==> config.mk <==
export PLATFORM = sky130hd
export DESIGN_NAME = pla_array
export DESIGN_NICKNAME = d
export VERILOG_FILES = /design/src/rtl/pla_pkg.sv /design/src/rtl/pla_cfg_chain.sv /design/src/rtl/pla_and_plane.sv /design/src/rtl/pla_or_plane.sv /design/src/rtl/pla_macrocell.sv /design/src/rtl/pla_array.sv
export SDC_FILE = /design/constraint.sdc
export NUM_CORES = 1
export LEC_CHECK = 0
export ABC_AREA = 1
export ABC_CLOCK_PERIOD_IN_PS = 1740
export BUFFER_PORTS_ARGS = -buffer_cell sky130_fd_sc_hd__buf_4
export CORE_AREA = 2 2 89 74
export CTS_CLUSTER_DIAMETER = 40
export DETAILED_ROUTE_END_ITERATION = 8
export DIE_AREA = 0 0 91 76
export GPL_TIMING_DRIVEN = 0
export PLACE_DENSITY = 0.61
export SYNTH_ARGS = -nofsm -noshare
export SYNTH_HDL_FRONTEND = slang
export SYNTH_SLANG_ARGS = --single-unit
==> constraint.sdc <==
create_clock -name clk -period 1.74 [get_ports clk]
set_input_delay 0.087 -clock clk [delete_from_list [all_inputs] [get_ports clk]]
set_output_delay 0.087 -clock clk [all_outputs]
set_load 0.02 [all_outputs]
==> src/rtl/pla_pkg.sv <==
package pla_pkg;

    // Register select of a macrocell.
    typedef enum logic {
        MC_COMB = 1'b0,
        MC_REG  = 1'b1
    } mc_sel_e;

    // Per-output macrocell configuration; sel sits in the lower bit.
    typedef struct packed {
        logic    enable;
        mc_sel_e sel;
    } mc_cfg_t;

    localparam int MC_BITS = $bits(mc_cfg_t);

    // Literal indices of a source in the AND plane.
    function automatic int lit_true(input int src);
        return 2 * src;
    endfunction

    function automatic int lit_inv(input int src);
        return 2 * src + 1;
    endfunction

endpackage

==> src/rtl/pla_cfg_chain.sv <==
module pla_cfg_chain #(
    parameter int LEN = 8
) (
    input  logic           clk,
    input  logic           rst,
    input  logic           shift_en,
    input  logic           din,
    output logic [LEN-1:0] cfg_q
);

    always_ff @(posedge clk) begin
        if (rst)
            cfg_q <= '0;
        else if (shift_en)
            cfg_q <= {cfg_q[LEN-2:0], din};
    end

    // the serial bit lands in the lowest position on each shift edge.
    a_r2_shift_in: assert property (@(posedge clk) disable iff (rst)
        shift_en |=> (cfg_q[0] == $past(din)));

endmodule

==> src/rtl/pla_and_plane.sv <==
module pla_and_plane #(
    parameter int N_LIT = 10,
    parameter int N_PT  = 4
) (
    input  logic [N_LIT-1:0]      lits,
    input  logic [N_PT*N_LIT-1:0] and_cfg,
    output logic [N_PT-1:0]       terms
);

    for (genvar t = 0; t < N_PT; t++) begin : g_term
        logic [N_LIT-1:0] mask;
        assign mask = and_cfg[t*N_LIT +: N_LIT];
        // A literal that is not connected must not pull the term low.
        assign terms[t] = (|mask) & (&(lits | ~mask));

        // an unprogrammed term never asserts.
        always_comb begin
            if (mask == '0)
                a_r3_empty_term: assert (terms[t] == 1'b0);
        end
    end

endmodule

==> src/rtl/pla_or_plane.sv <==
module pla_or_plane #(
    parameter int N_PT  = 4,
    parameter int N_OUT = 2
) (
    input  logic [N_PT-1:0]       terms,
    input  logic [N_OUT*N_PT-1:0] or_cfg,
    output logic [N_OUT-1:0]      sums
);

    for (genvar o = 0; o < N_OUT; o++) begin : g_sum
        assign sums[o] = |(terms & or_cfg[o*N_PT +: N_PT]);
    end

endmodule

==> src/rtl/pla_macrocell.sv <==
module pla_macrocell
    import pla_pkg::*;
(
    input  logic    clk,
    input  logic    rst,
    input  logic    hold_clr,
    input  logic    sum,
    input  mc_cfg_t mcfg,
    output logic    q,
    output logic    pin_val,
    output logic    pin_oe
);

    logic sel_val;

    always_ff @(posedge clk) begin
        if (rst || hold_clr)
            q <= 1'b0;
        else
            q <= sum;
    end

    assign sel_val = (mcfg.sel == MC_REG) ? q : sum;
    assign pin_oe  = mcfg.enable & ~hold_clr;
    assign pin_val = pin_oe & sel_val;

    // in operation the flip-flop follows the sum with one cycle of delay.
    a_r5_capture: assert property (@(posedge clk) disable iff (rst)
        !hold_clr |=> (q == $past(sum)));

    // programming leaves the flip-flop cleared.
    a_r8_hold_clear: assert property (@(posedge clk) disable iff (rst)
        hold_clr |=> (q == 1'b0));

endmodule

==> src/rtl/pla_array.sv <==
module pla_array
    import pla_pkg::*;
#(
    parameter int N_IN  = 3,
    parameter int N_PT  = 4,
    parameter int N_OUT = 2
) (
    input  logic             clk,
    input  logic             rst,
    input  logic             prog_en,
    input  logic             cfg_din,
    input  logic [N_IN-1:0]  data_in,
    output logic [N_OUT-1:0] pin_val,
    output logic [N_OUT-1:0] pin_oe
);

    localparam int N_SRC    = N_IN + N_OUT;
    localparam int N_LIT    = 2 * N_SRC;
    localparam int AND_BITS = N_PT * N_LIT;
    localparam int OR_BITS  = N_OUT * N_PT;
    localparam int MC_OFS   = AND_BITS + OR_BITS;
    localparam int CFG_LEN  = MC_OFS + N_OUT * MC_BITS;

    logic [CFG_LEN-1:0] cfg_q;
    logic [N_SRC-1:0]   src;
    logic [N_LIT-1:0]   lits;
    logic [N_PT-1:0]    terms;
    logic [N_OUT-1:0]   sums;
    logic [N_OUT-1:0]   fb_q;

    pla_cfg_chain #(
        .LEN(CFG_LEN)
    ) u_cfg (
        .clk     (clk),
        .rst     (rst),
        .shift_en(prog_en),
        .din     (cfg_din),
        .cfg_q   (cfg_q)
    );

    // Sources: external inputs first, then macrocell feedback.
    assign src = {fb_q, data_in};

    for (genvar k = 0; k < N_SRC; k++) begin : g_lit
        assign lits[lit_true(k)] = src[k];
        assign lits[lit_inv(k)]  = ~src[k];
    end

    pla_and_plane #(
        .N_LIT(N_LIT),
        .N_PT (N_PT)
    ) u_and (
        .lits   (lits),
        .and_cfg(cfg_q[AND_BITS-1:0]),
        .terms  (terms)
    );

    pla_or_plane #(
        .N_PT (N_PT),
        .N_OUT(N_OUT)
    ) u_or (
        .terms (terms),
        .or_cfg(cfg_q[AND_BITS +: OR_BITS]),
        .sums  (sums)
    );

    for (genvar o = 0; o < N_OUT; o++) begin : g_mc
        mc_cfg_t mcfg;
        assign mcfg = mc_cfg_t'(cfg_q[MC_OFS + o*MC_BITS +: MC_BITS]);

        pla_macrocell u_mc (
            .clk     (clk),
            .rst     (rst),
            .hold_clr(prog_en),
            .sum     (sums[o]),
            .mcfg    (mcfg),
            .q       (fb_q[o]),
            .pin_val (pin_val[o]),
            .pin_oe  (pin_oe[o])
        );
    end

    // nothing is driven while the configuration is shifting.
    a_r8_prog_silent: assert property (@(posedge clk) disable iff (rst)
        prog_en |-> ((pin_oe == '0) && (pin_val == '0)));

    // a value only appears on a pin that is enabled.
    a_r7_val_needs_oe: assert property (@(posedge clk) disable iff (rst)
        ((pin_val & ~pin_oe) == '0));

endmodule

# Yosys cells after proc, flatten, opt, wreduce, memory -nomap -nowiden
# Index checks and enable logic that the tools add are counted.
op_classes:
  n_mux: 2
  n_bitwise: 24
  n_reduce_logical: 11
op_table:
  columns: ["operator", "n"]
  rows:
  - ["10-bit NOT", 4]
  - ["10-bit OR", 4]
  - ["10-bit AND reduction", 4]
  - ["10-bit OR reduction", 4]
  - ["1-bit AND", 8]
  - ["4-bit AND", 2]
  - ["4-bit OR reduction", 2]
  - ["1-bit NOT", 6]
  - ["1-bit 2-to-1 mux", 2]
  - ["1-bit logical OR", 1]
word_totals:
  register_bits: 54
  input_bits: 7
  output_inout_bits: 4
  word_cells: 40

# Logic depth before layout (Yosys ltp)
# Gate-level depths: netlist (run 1).
logic_depth:
  word_depth: 8
  mapped_depth: 10
  ltp_nobuf: 9

# Modules after synthesis
# From an unflattened synthesis (run 1), not the netlist that was laid out.
hier_totals:
  cells_unflattened: 490
  hier_area_um2: 2859.0
modules_own_cells:
  columns: ["module", "instances", "cells_per_inst", "area_per_inst_um2", "seq_area_each_um2"]
  rows:
  - ["pla_cfg_chain", 1, 330, 2153.3, 1041.0]
  - ["pla_and_plane", 1, 119, 486.7, 0.0]
  - ["pla_macrocell", 2, 9, 66.3, 20.0]
  - ["pla_or_plane", 1, 18, 67.6, 0.0]
  - ["pla_array", 1, 5, 18.8, 0.0]

# Worst setup path after synthesis (run 1)
# Ideal clock, no wire load.
synth_timing:
  kind: "register -> output"
  startpoint: "reg g_mc[1].u_mc.q"
  endpoint: "out pin_val[0]"
  arrival_ns: 1.121
  required_ns: 1.653
  slack_ns: 0.532
  path_stages_with_launch: 11
  n_path_buf: 1
  cell_sequence: "dfxtp_1 inv_1 nand2_1 nand2_1 nand3_1 nor2_2 nand3_1 nand2_1 nor2_1 a21oi_2 buf_4"
synth_between:
  elab_chain_len: 8
  word_cells_on_any_way: 17
  classes_between: "mux (1); bitwise (11); reduce/logical (5)"
synth_lines:
  columns: ["item", "line", "text"]
  rows:
  - ["start, declared", "pla_macrocell.sv:9", "output logic q,"]
  - ["start signal, assigned", "pla_macrocell.sv:20", "q <= sum;"]
  - ["1-bit NOT", "pla_array.sv:46", "assign lits[lit_inv(k)] = ~src[k];"]
  - ["10-bit OR", "pla_and_plane.sv:14", "assign terms[t] = (|mask) & (&(lits | ~mask));"]
  - ["10-bit AND reduction", "pla_and_plane.sv:14", null]
  - ["1-bit AND", "pla_and_plane.sv:14", null]
  - ["4-bit AND (*)", "pla_or_plane.sv:11", "assign sums[o] = |(terms & or_cfg[o*N_PT +: N_PT]);"]
  - ["4-bit OR reduction (*)", "pla_or_plane.sv:11", null]
  - ["1-bit 2-to-1 mux (*)", "pla_macrocell.sv:23", "assign sel_val = (mcfg.sel == MC_REG) ? q : sum;"]
  - ["1-bit AND (*)", "pla_macrocell.sv:25", "assign pin_val = pin_oe & sel_val;"]
  - ["end, declared", "pla_array.sv:13", "output logic [N_OUT-1:0] pin_val,"]
# Every way passes the cells marked *; elsewhere a longest branch is shown, timed or not.

# Worst setup path after layout (run 1)
layout_timing:
  startpoint: "reg g_mc[0].u_mc.q"
  endpoint: "out pin_val[0]"
layout_between:
  elab_chain_len: 8
  word_cells_on_any_way: 17
  classes_between: "mux (1); bitwise (11); reduce/logical (5)"
layout_lines:
  columns: ["item", "line"]
  rows:
  - ["start, declared", "pla_macrocell.sv:9"]
  - ["start signal, assigned", "pla_macrocell.sv:20"]
  - ["1-bit NOT", "pla_array.sv:46"]
  - ["10-bit OR", "pla_and_plane.sv:14"]
  - ["10-bit AND reduction", "pla_and_plane.sv:14"]
  - ["1-bit AND", "pla_and_plane.sv:14"]
  - ["4-bit AND", "pla_or_plane.sv:11"]
  - ["4-bit OR reduction", "pla_or_plane.sv:11"]
  - ["1-bit 2-to-1 mux (*)", "pla_macrocell.sv:23"]
  - ["1-bit AND (*)", "pla_macrocell.sv:25"]
# Marks and branches as above.

==> metrics.yaml, run 1 <==
cts_buffers: 5
synth-simple-area-share: 0.238
synthArstFlopShare: 0
violations: "negative setup slack"
hold_violations: 0
crit_type: "reg -> out"
grt_max_degree: 17
critPathMaxStageDelay_ns: 0.41
synth_top_area_share: 0.458
status: "finished with violations"
synth-compound-area-share: 0.205
cts_tree: "yes"
synth_fa_ha_area_frac: 0
synth_area_leaders: "dfxtp_1, nand2_1, o21ai_0"
use_met2: 0.257
hold_end: "u_cfg.cfg_q[0]$_SDFFE_PP0P_"
start_util: 0.386
max_slew_margin: 0.668
rr_startpoint: "u_cfg.cfg_q[39]$_SDFFE_PP0P_"
drc_errors: 0
maxCapViolations: 0
reg2reg_depth: 8
cp_cell_sequence: "inv_6, nand2_1, nand2_1, nand3_1, nor2_2, nand3_1, nand2_2, nor2_2, a21oi_2, buf_6"
synthTopCellsByCount: "nand2_1, dfxtp_1, nor2_1"
ys_ff_latch: 54
ant_nets: 0
worstPathRequired_ns: 1.65
pin_count: 11
avgSynthCellArea_um2: 6.82
top_usage_layer: "met1"
clock.fmax_mhz: 568
firstDrtPassIters: 4
yosys.area.top_type: "dfxtp_1"
post_cts_buffers: 0
synthCells: 346
finalClockSkew_ns: 0.0128
setup_tns_ns: -0.0359
die_h_um: 76
drive_above_1_share: 0.180
die_area_um2: 6920
row_count: 26
final_cell_area_um2: 2760
crit_path_max_fanout: 6
synthesis.area_um2: 2360
peakVddDrop_mv: 0.412
synth-seq-area-share: 0.458
power.leakage_nw: 1.17
r2r_setup_slack_ns: 0.50
dpl.hpwl_mm: 4.29
synth_edf_count: 0
synthMuxAreaShare: 0
coreArea_um2: 6120
place.gp.congestion: 0.823
synthesis.nets: 353
synth-xor-area-share: 0
crit_slowest_cell: "dfxtp_4"
worstReg2RegEnd: "g_mc[0].u_mc.q$_SDFF_PP0_"
routed-via-count: 2235
grtUsageTotal: 0.180
ys_types: 18
slew_violations: 0
yosysMostFrequentCell: "nand2_1"
antenna_cells: 0
worst_slack_ns: -0.0203
routed_wl_mm: 6.10
antenna_found_initial: 0
rsz0062_at_grt: "true"
worstMarginPinSlew_ns: 0.497
grtUsageMet1: 0.273
crit_arrival_ns: 1.67
hold_depth: 3
grt.overflow.total: 0
wl_per_cell_um: 13.7
die_w_um: 91
grt_pass1_vias: 1964
portBuffers: 9
cts_max_level: 2
critPathCaptureType: "output pin"
synthToLayoutAreaGrowth_pct: 16.7
critPathLaunchType: "flop"
met3_usage: 0.0326
min-delay-start: "cfg_din"
grt_pass1_wl_mm: 9.82
path_clk_slew_ns: 0.10
place_area_um2: 2530
ctsLongestPathBuffers: 2
pwr_density_cell_nw_per_um2: 954
via_per_inst: 5.01
synth_ff_type: "dfxtp_1"
root_buffer: "clkbuf_8"
clock-sinks: 54
min_period_over_period: 1.01
fin_nets: 368
hold_class: "in -> reg"
finalSetupViolations: 2
drt_iter0_markers: 183
synth_warnings: 0
period_minus_slack_ns: 1.76
synth_top_family_by_area: "simple AND/OR/NAND/NOR gates"
clock_latency_ns: 0.32
[per-layer routing]
layer	vias up	wire (um)
li1	1141	-
met1	1054	3110
met2	32	2640
met3	8	270
met4	0	76
met5	-	0
[placed cells by master, fill, tap and decap left out, drive strengths merged, types with 3 or more instances in the layout]
cell    synthesis  routed
nand2          73      73
o21ai          55      55
dfxtp          54      54
nor2           48      48
a21oi          40      40
inv            36      36
buf            12      19
clkbuf          8      14
nand3          12      12
nor3            4       4
nand4           3       3
[cells by family after synthesis]
| logic type | after synthesis |
|---|---|
| and+or+nand+nor | 141 |
| AOI/OAI and AO/OA | 95 |
| buffers and inverters | 56 |
| DFF | 54 |
[worst max-delay path: cells and delay by family (launching register included)]
| kind | cells | cell delay, ns |
|---|---|---|
| flops | 1 | 0.41 |
| buf+inv | 2 | 0.23 |
| compound gates | 1 | 0.14 |
| simple gates | 7 | 0.56 |
[final cells by class]
| type | instances | area (um2) |
|---|---|---|
| buffer | 18 | 85.1 |
| clock buffer | 6 | 72.6 |
| clock inverter | 2 | 37.5 |
| fill | 667 | 3360 |
| inverter | 36 | 140 |
| multi-input combinational | 236 | 1140 |
| sequential | 54 | 1090 |
| tap | 84 | 105 |
| timing repair buffer | 10 | 85.1 |
[how the worst max path moves through the flow]
stage | start | to | cells after the start
final | g_mc[0].u_mc.q$_SDFF_PP0_ | pin_val[0] | 10
after detailed placement | g_mc[0].u_mc.q$_SDFF_PP0_ | pin_val[1] | 11
after CTS | g_mc[0].u_mc.q$_SDFF_PP0_ | pin_val[1] | 10
after global routing | g_mc[0].u_mc.q$_SDFF_PP0_ | pin_val[1] | 10
after floorplan | g_mc[1].u_mc.q$_SDFF_PP0_ | pin_val[0] | 10
after global placement | g_mc[0].u_mc.q$_SDFF_PP0_ | pin_val[1] | 11
[where the power goes]
group	leakage [nW]	total, mW	switching (mW)	internal, mW
sequential	0.447	1.37	0.0609	1.31
combinational	0.673	0.392	0.253	0.139
clock	0.0514	0.866	0.436	0.430
[flip-flops by register name, summed over array words and instances, names as in the netlist]
name	count
g_mc.u_mc.q	2
u_cfg.cfg_q	52
[through the flow]
step	worst slack, ns	hold WS (ns)	power, mW	instances	utilization
after CTS	-0.0248	0.0423	2.61	446	0.438
final	-0.0203	0.0457	2.63	446	0.451
after global routing	-0.109	0.0687	2.75	446	0.451
after global placement	0.0128	0.268	1.74	439	0.414
after detailed placement	0.0138	0.272	1.74	439	0.414
after floorplan	0.532	0.156	1.63	346	-
[what timing repair did]
action	4_1_cts	5_1_grt
pin swaps	10	16
hold buffers	1	0
endpoints found under the hold margin	2	0
resized for setup	14	23
setup endpoints to repair	2	2
No activity file was read; power rests on OpenSTA's default activity.
==> run 2: changes to the inputs <==
MAX_ROUTING_LAYER = met4   (was default)
==> metrics.yaml, run 2 (same netlist as run 1, synthesis figures left out) <==
portBuffers: 9  # unchanged
largest_register_ff_count: 52  # unchanged
max_slew_margin: 0.650  # -0.0187
met3_usage: 0.0326  # unchanged
crit_type: "reg -> out"
status: "finished with violations"
clock-sinks: 54  # unchanged
pwr_density_cell_nw_per_um2: 953  # about the same
use_met2: 0.256  # -0.00148
rr_startpoint: "u_cfg.cfg_q[29]$_SDFFE_PP0P_"
top_register: "u_cfg.cfg_q"
hold_violations: 0  # unchanged
crit_path_max_fanout: 6  # unchanged
pin_count: 11  # unchanged
hold_end: "u_cfg.cfg_q[0]$_SDFFE_PP0P_"
die_h_um: 76  # unchanged
cts_buffers: 5  # unchanged
place.gp.congestion: 0.835  # +1.5%
final_common_cell: "nand2_1"
critPathCaptureType: "output pin"
grtUsageTotal: 0.185  # +0.00513
routed-via-count: 2246  # +0.49%
worstMarginPinSlew_ns: 0.525  # +0.0280 ns
firstDrtPassIters: 4  # unchanged
period_minus_slack_ns: 1.75  # -0.0131 ns
dpl.hpwl_mm: 4.29  # unchanged
final_cell_area_um2: 2760  # unchanged
worst_slack_ns: -0.00717  # +0.0131 ns
swShare: 0.284  # -0.000627
layout_common_cells: "nand2_1, dfxtp_1, nor2_1, o21ai_0, a21oi_1"
grt_pass1_wl_mm: 9.83  # about the same
start_util: 0.386  # unchanged
routed_wl_mm: 6.09  # -0.18%
root_buffer: "clkbuf_8"
synthToLayoutAreaGrowth_pct: 16.7  # unchanged
slew_violations: 0  # unchanged
grt.overflow.total: 0  # unchanged
peakVddDrop_mv: 0.412  # about the same
wl_per_cell_um: 13.7  # -0.18%
grt_pass1_vias: 1962  # -0.10%
antenna_found_initial: 0  # unchanged
power.leakage_nw: 1.17  # unchanged
cp_cell_sequence: "inv_6, nand2_1, nand2_1, nand3_1, nor2_2, nand3_1, nand2_2, nor2_2, a21oi_2, buf_6"
die_area_um2: 6920  # unchanged
drt_iter0_markers: 156  # -15%
p_int_mw: 1.88  # about the same
row_count: 26  # unchanged
reg2reg_depth: 8  # unchanged
power.net_switching_mw: 0.747  # -0.31%
antenna_cells: 0  # unchanged
min_period_over_period: 1.00  # -0.00753
top_usage_layer: "met1"
holdWs_ns: 0.0477  # +0.00201 ns
p_clk_frac: 0.329  # about the same
worstPathRequired_ns: 1.65  # about the same
maxCapViolations: 0  # unchanged
drive_above_1_share: 0.180  # unchanged
hold_depth: 3  # unchanged
worstReg2RegEnd: "g_mc[0].u_mc.q$_SDFF_PP0_"
hold_class: "in -> reg"
r2r_setup_slack_ns: 0.52  # +0.02 ns
seqPwrFrac: 0.522  # about the same
drc_errors: 0  # unchanged
via_per_inst: 5.04  # +0.49%
crit_slowest_cell: "dfxtp_4"
rsz0062_at_grt: "true"
critPathLaunchType: "flop"
post_cts_buffers: 0  # unchanged
place_area_um2: 2530  # unchanged
finalClockSkew_ns: 0.0105  # -0.00227 ns
min-delay-start: "cfg_din"
ant_nets: 0  # unchanged
fin_nets: 368  # unchanged
ctsLongestPathBuffers: 2  # unchanged
die_w_um: 91  # unchanged
coreArea_um2: 6120  # unchanged
crit_arrival_ns: 1.66  # about the same
finalSetupViolations: 2  # unchanged
violations: "negative setup slack"
critPathMaxStageDelay_ns: 0.40  # about the same
cts_tree: "yes"
clock.fmax_mhz: 572  # +0.75%
grtUsageMet1: 0.274  # +0.00125
top_regs: "u_cfg.cfg_q (52), g_mc.u_mc.q (2)"
path_clk_slew_ns: 0.10  # about the same
grt_max_degree: 17  # unchanged
power_frac_comb: 0.149  # about the same
clock_latency_ns: 0.32  # about the same
cts_max_level: 2  # unchanged
==> run 2: cell counts in the layout (fill, tap and decap cells not counted) <==
No cell type changed its count.
==> run 2: layout make-up <==
class	instances	area (um2)
Fill cell	667	3360
Timing Repair Buffer	10	85.1
Clock inverter	2	37.5
Inverter	36	140
Sequential cell	54	1090
Clock buffer	6	72.6
Tap cell	84	105
Buffer	18	85.1
Multi-Input combinational cell	236	1140
==> run 2: how the worst max path moves through the flow <==
stage	to	slack, ns	depth (start not counted)	start
5_1_grt	pin_val[1]	-0.11	10	g_mc[0].u_mc.q$_SDFF_PP0_
3_3_place_gp	pin_val[1]	0.01	11	g_mc[0].u_mc.q$_SDFF_PP0_
6_report	pin_val[0]	-0.007	10	g_mc[0].u_mc.q$_SDFF_PP0_
2_1_floorplan	pin_val[0]	0.53	10	g_mc[1].u_mc.q$_SDFF_PP0_
4_1_cts	pin_val[1]	-0.02	10	g_mc[0].u_mc.q$_SDFF_PP0_
3_5_place_dp	pin_val[1]	0.01	11	g_mc[0].u_mc.q$_SDFF_PP0_
==> run 2: worst max-delay path: cells and delay by family (launching register included) <==
kind	cells	cell delay (ns)
buffers and inverters	2	0.22
DFF	1	0.40
AOI/OAI and AO/OA	1	0.14
and+or+nand+nor	7	0.56
==> run 2: power by group through the flow <==
| stage | sequential (mW) | combinational (mW) | clock (mW) |
|---|---|---|---|
| floorplan | 1.38 | 0.254 | 0 |
| global placement | 1.40 | 0.338 | 0 |
| detailed placement | 1.40 | 0.343 | 0 |
| CTS | 1.37 | 0.357 | 0.881 |
| global route | 1.38 | 0.444 | 0.920 |
| finish | 1.37 | 0.392 | 0.864 |
==> run 2: per-layer routing <==
metal	routed length, um	share of wire
met4	62	0.010
met3	330	0.054
met2	2680	0.44
met5	0	0
met1	3010	0.49
==> run 2: per-stage QoR <==
stage	instances	util	TNS, ns	setup slack, ns	power (mW)
3_3_place_gp	439	0.414	0	0.0128	1.74
6_report	446	0.451	-0.00988	-0.00717	2.63
5_1_grt	446	0.451	-0.198	-0.109	2.75
2_1_floorplan	346	-	0	0.532	1.63
3_5_place_dp	439	0.414	0	0.0138	1.74
4_1_cts	446	0.438	-0.0489	-0.0248	2.61
==> run 2: repair_timing <==
action / in CTS / in global routing
hold endpoints to repair: 2 / 0
pin swaps: 10 / 16
hold buffers: 1 / 0
endpoints found under the setup margin: 2 / 2
gates resized for setup: 14 / 23
==> run 3: changes to the inputs <==
CELL_PAD_IN_SITES_DETAIL_PLACEMENT = 1   (was default)
CELL_PAD_IN_SITES_GLOBAL_PLACEMENT = 1   (was default)
PLACE_DENSITY = 0.78   (was 0.61)
==> metrics.yaml, run 3 (same netlist as run 1, synthesis figures left out) <==
die_w_um: 91  # unchanged
portBuffers: 9  # unchanged
grt_max_degree: 16  # -1
critPathLaunchType: "flop"
pin_count: 11  # unchanged
cts_buffers: 5  # unchanged
antenna_found_initial: 0  # unchanged
largest_register_ff_count: 52  # unchanged
routed_wl_mm: 6.87  # +13%
die_area_um2: 6920  # unchanged
clock-sinks: 54  # unchanged
drt_iter0_markers: 88  # -44%
clock_latency_ns: 0.31  # about the same
peakVddDrop_mv: 0.377  # -8.6%
clock.fmax_mhz: 558  # -2.4%
crit_arrival_ns: 1.70  # +0.04 ns
fin_nets: 371  # +0.82%
finalClockSkew_ns: 0.00669  # -0.00381 ns
maxCapViolations: 0  # unchanged
coreArea_um2: 6120  # unchanged
period_minus_slack_ns: 1.79  # +0.0437 ns
antenna_cells: 0  # unchanged
drc_errors: 0  # unchanged
via_per_inst: 5.07  # +0.66%
crit_type: "reg -> out"
routed-via-count: 2271  # +1.1%
wl_per_cell_um: 15.3  # +12%
cts_tree: "yes"
firstDrtPassIters: 4  # unchanged
dpl.hpwl_mm: 5.13  # +20%
final_common_cell: "nand2_1"
top_register: "u_cfg.cfg_q"
status: "finished with violations"
pwr_density_cell_nw_per_um2: 899  # -5.7%
max_slew_margin: 0.652  # +0.00239
worstMarginPinSlew_ns: 0.522  # -0.00358 ns
total_power_mw: 2.47  # -5.9%
place_ws_ns: 0.0381  # +0.0243 ns
place.gp.congestion: 0.867  # +3.7%
die_h_um: 76  # unchanged
worst_slack_ns: -0.0508  # -0.0437 ns
grt_pass1_vias: 2280  # +16%
grt_pass1_wl_mm: 11.6  # +18%
path_clk_slew_ns: 0.10  # about the same
nFillCells: 823  # +23%
rsz0062_at_grt: "true"
row_count: 26  # unchanged
grtUsageTotal: 0.216  # +0.0314
hold_violations: 0  # unchanged
ctsLongestPathBuffers: 2  # unchanged
slew_violations: 0  # unchanged
violations: "negative setup slack"
synthToLayoutAreaGrowth_pct: 16.4
top_regs: "u_cfg.cfg_q (52), g_mc.u_mc.q (2)"
cts_max_level: 2  # unchanged
worstPathRequired_ns: 1.65  # about the same
hold_class: "in -> reg"
drive_above_1_share: 0.203  # +0.0237
root_buffer: "clkbuf_8"
grt.overflow.total: 0  # unchanged
setup_tns_ns: -0.0508  # -0.0410 ns
min_period_over_period: 1.03  # +0.0251
crit_path_max_fanout: 6  # unchanged
power.leakage_nw: 1.18  # +0.86%
finalSetupViolations: 1  # -1
critPathCaptureType: "output pin"
start_util: 0.386  # unchanged
layout_common_cells: "nand2_1, dfxtp_1, nor2_1, o21ai_0, a21oi_1"
ant_nets: 0  # unchanged
==> run 3: changes by cell type in the layout (fill, tap and decap cells not counted), moves of 4 or more <==
cell / before / now
dfxtp_1: 52 / 48
dfxtp_2: 0 / 4
nand3_1: 3 / 7
nand3_2: 9 / 5
nor3_1: 4 / 0
nor3_2: 0 / 4
==> run 3: report_power, final <==
group / switching (mW) / internal [mW] / total (mW)
Sequential: 0.0669 / 1.31 / 1.38
Clock: 0.403 / 0.271 / 0.675
Combinational: 0.264 / 0.154 / 0.417
==> run 3: final cells by class <==
| type | instances | area [um2] | share of cell area |
|---|---|---|---|
| clock buffer | 5 | 68.8 | 0.0250 |
| clock inverter | 2 | 10.0 | 0.00364 |
| multi-input combinational | 236 | 1140 | 0.414 |
| buffer | 18 | 85.1 | 0.0310 |
| sequential | 54 | 1090 | 0.398 |
| timing repair buffer | 13 | 111 | 0.0405 |
| inverter | 36 | 138 | 0.0501 |
| tap | 84 | 105 | 0.0382 |
==> run 3: final timing paths <==
kind	from	endpoint	slack [ns]	depth (start not counted)
worst max-delay path	g_mc[0].u_mc.q$_SDFF_PP0_	pin_val[0]	-0.05	11
worst min-delay path	cfg_din	u_cfg.cfg_q[0]$_SDFFE_PP0P_	0.07	3
worst max register to register	g_mc[1].u_mc.q$_SDFF_PP0_	g_mc[1].u_mc.q$_SDFF_PP0_	0.31	10
worst min register to register	u_cfg.cfg_q[50]$_SDFFE_PP0P_	u_cfg.cfg_q[51]$_SDFFE_PP0P_	0.47	2
==> run 3: repair_timing <==
action	4_1_cts	5_1_grt
gates resized for setup	24	18
hold endpoints to repair	2	0
hold buffers	1	0
setup buffers	2	1
pin swaps	10	12
endpoints found under the setup margin	2	2
==> run 3: metrics by stage <==
stage	instance area (um2)	std cells	hold WS (ns)	util
after detailed placement	2530	439	0.276	0.414
after global placement	2530	439	0.271	0.414
final	2750	448	0.0661	0.449
after global routing	2750	448	0.0953	0.449
after CTS	2690	448	0.0564	0.440
after floorplan	2360	346	0.156	-
==> run 3: metal layers <==
| layer | GRT usage | wire [um] | vias to the layer above |
|---|---|---|---|
| li1 | - | - | 1148 |
| met1 | 0.299 | 3500 | 1088 |
| met2 | 0.339 | 3070 | 29 |
| met3 | 0.0297 | 231 | 6 |
| met4 | 0.0500 | 71 | 0 |
| met5 | - | 0 | - |
==> run 3: critical path, cell delays in order (launching register included) <==
cell,delay [ns]
dfxtp_4,0.38
inv_4,0.07
nand2_1,0.05
nand2_1,0.07
nand3_2,0.10
nor2_4,0.16
buf_6,0.11
nand3_2,0.05
nand2_2,0.07
nor2_2,0.04
a21oi_2,0.15
buf_6,0.13
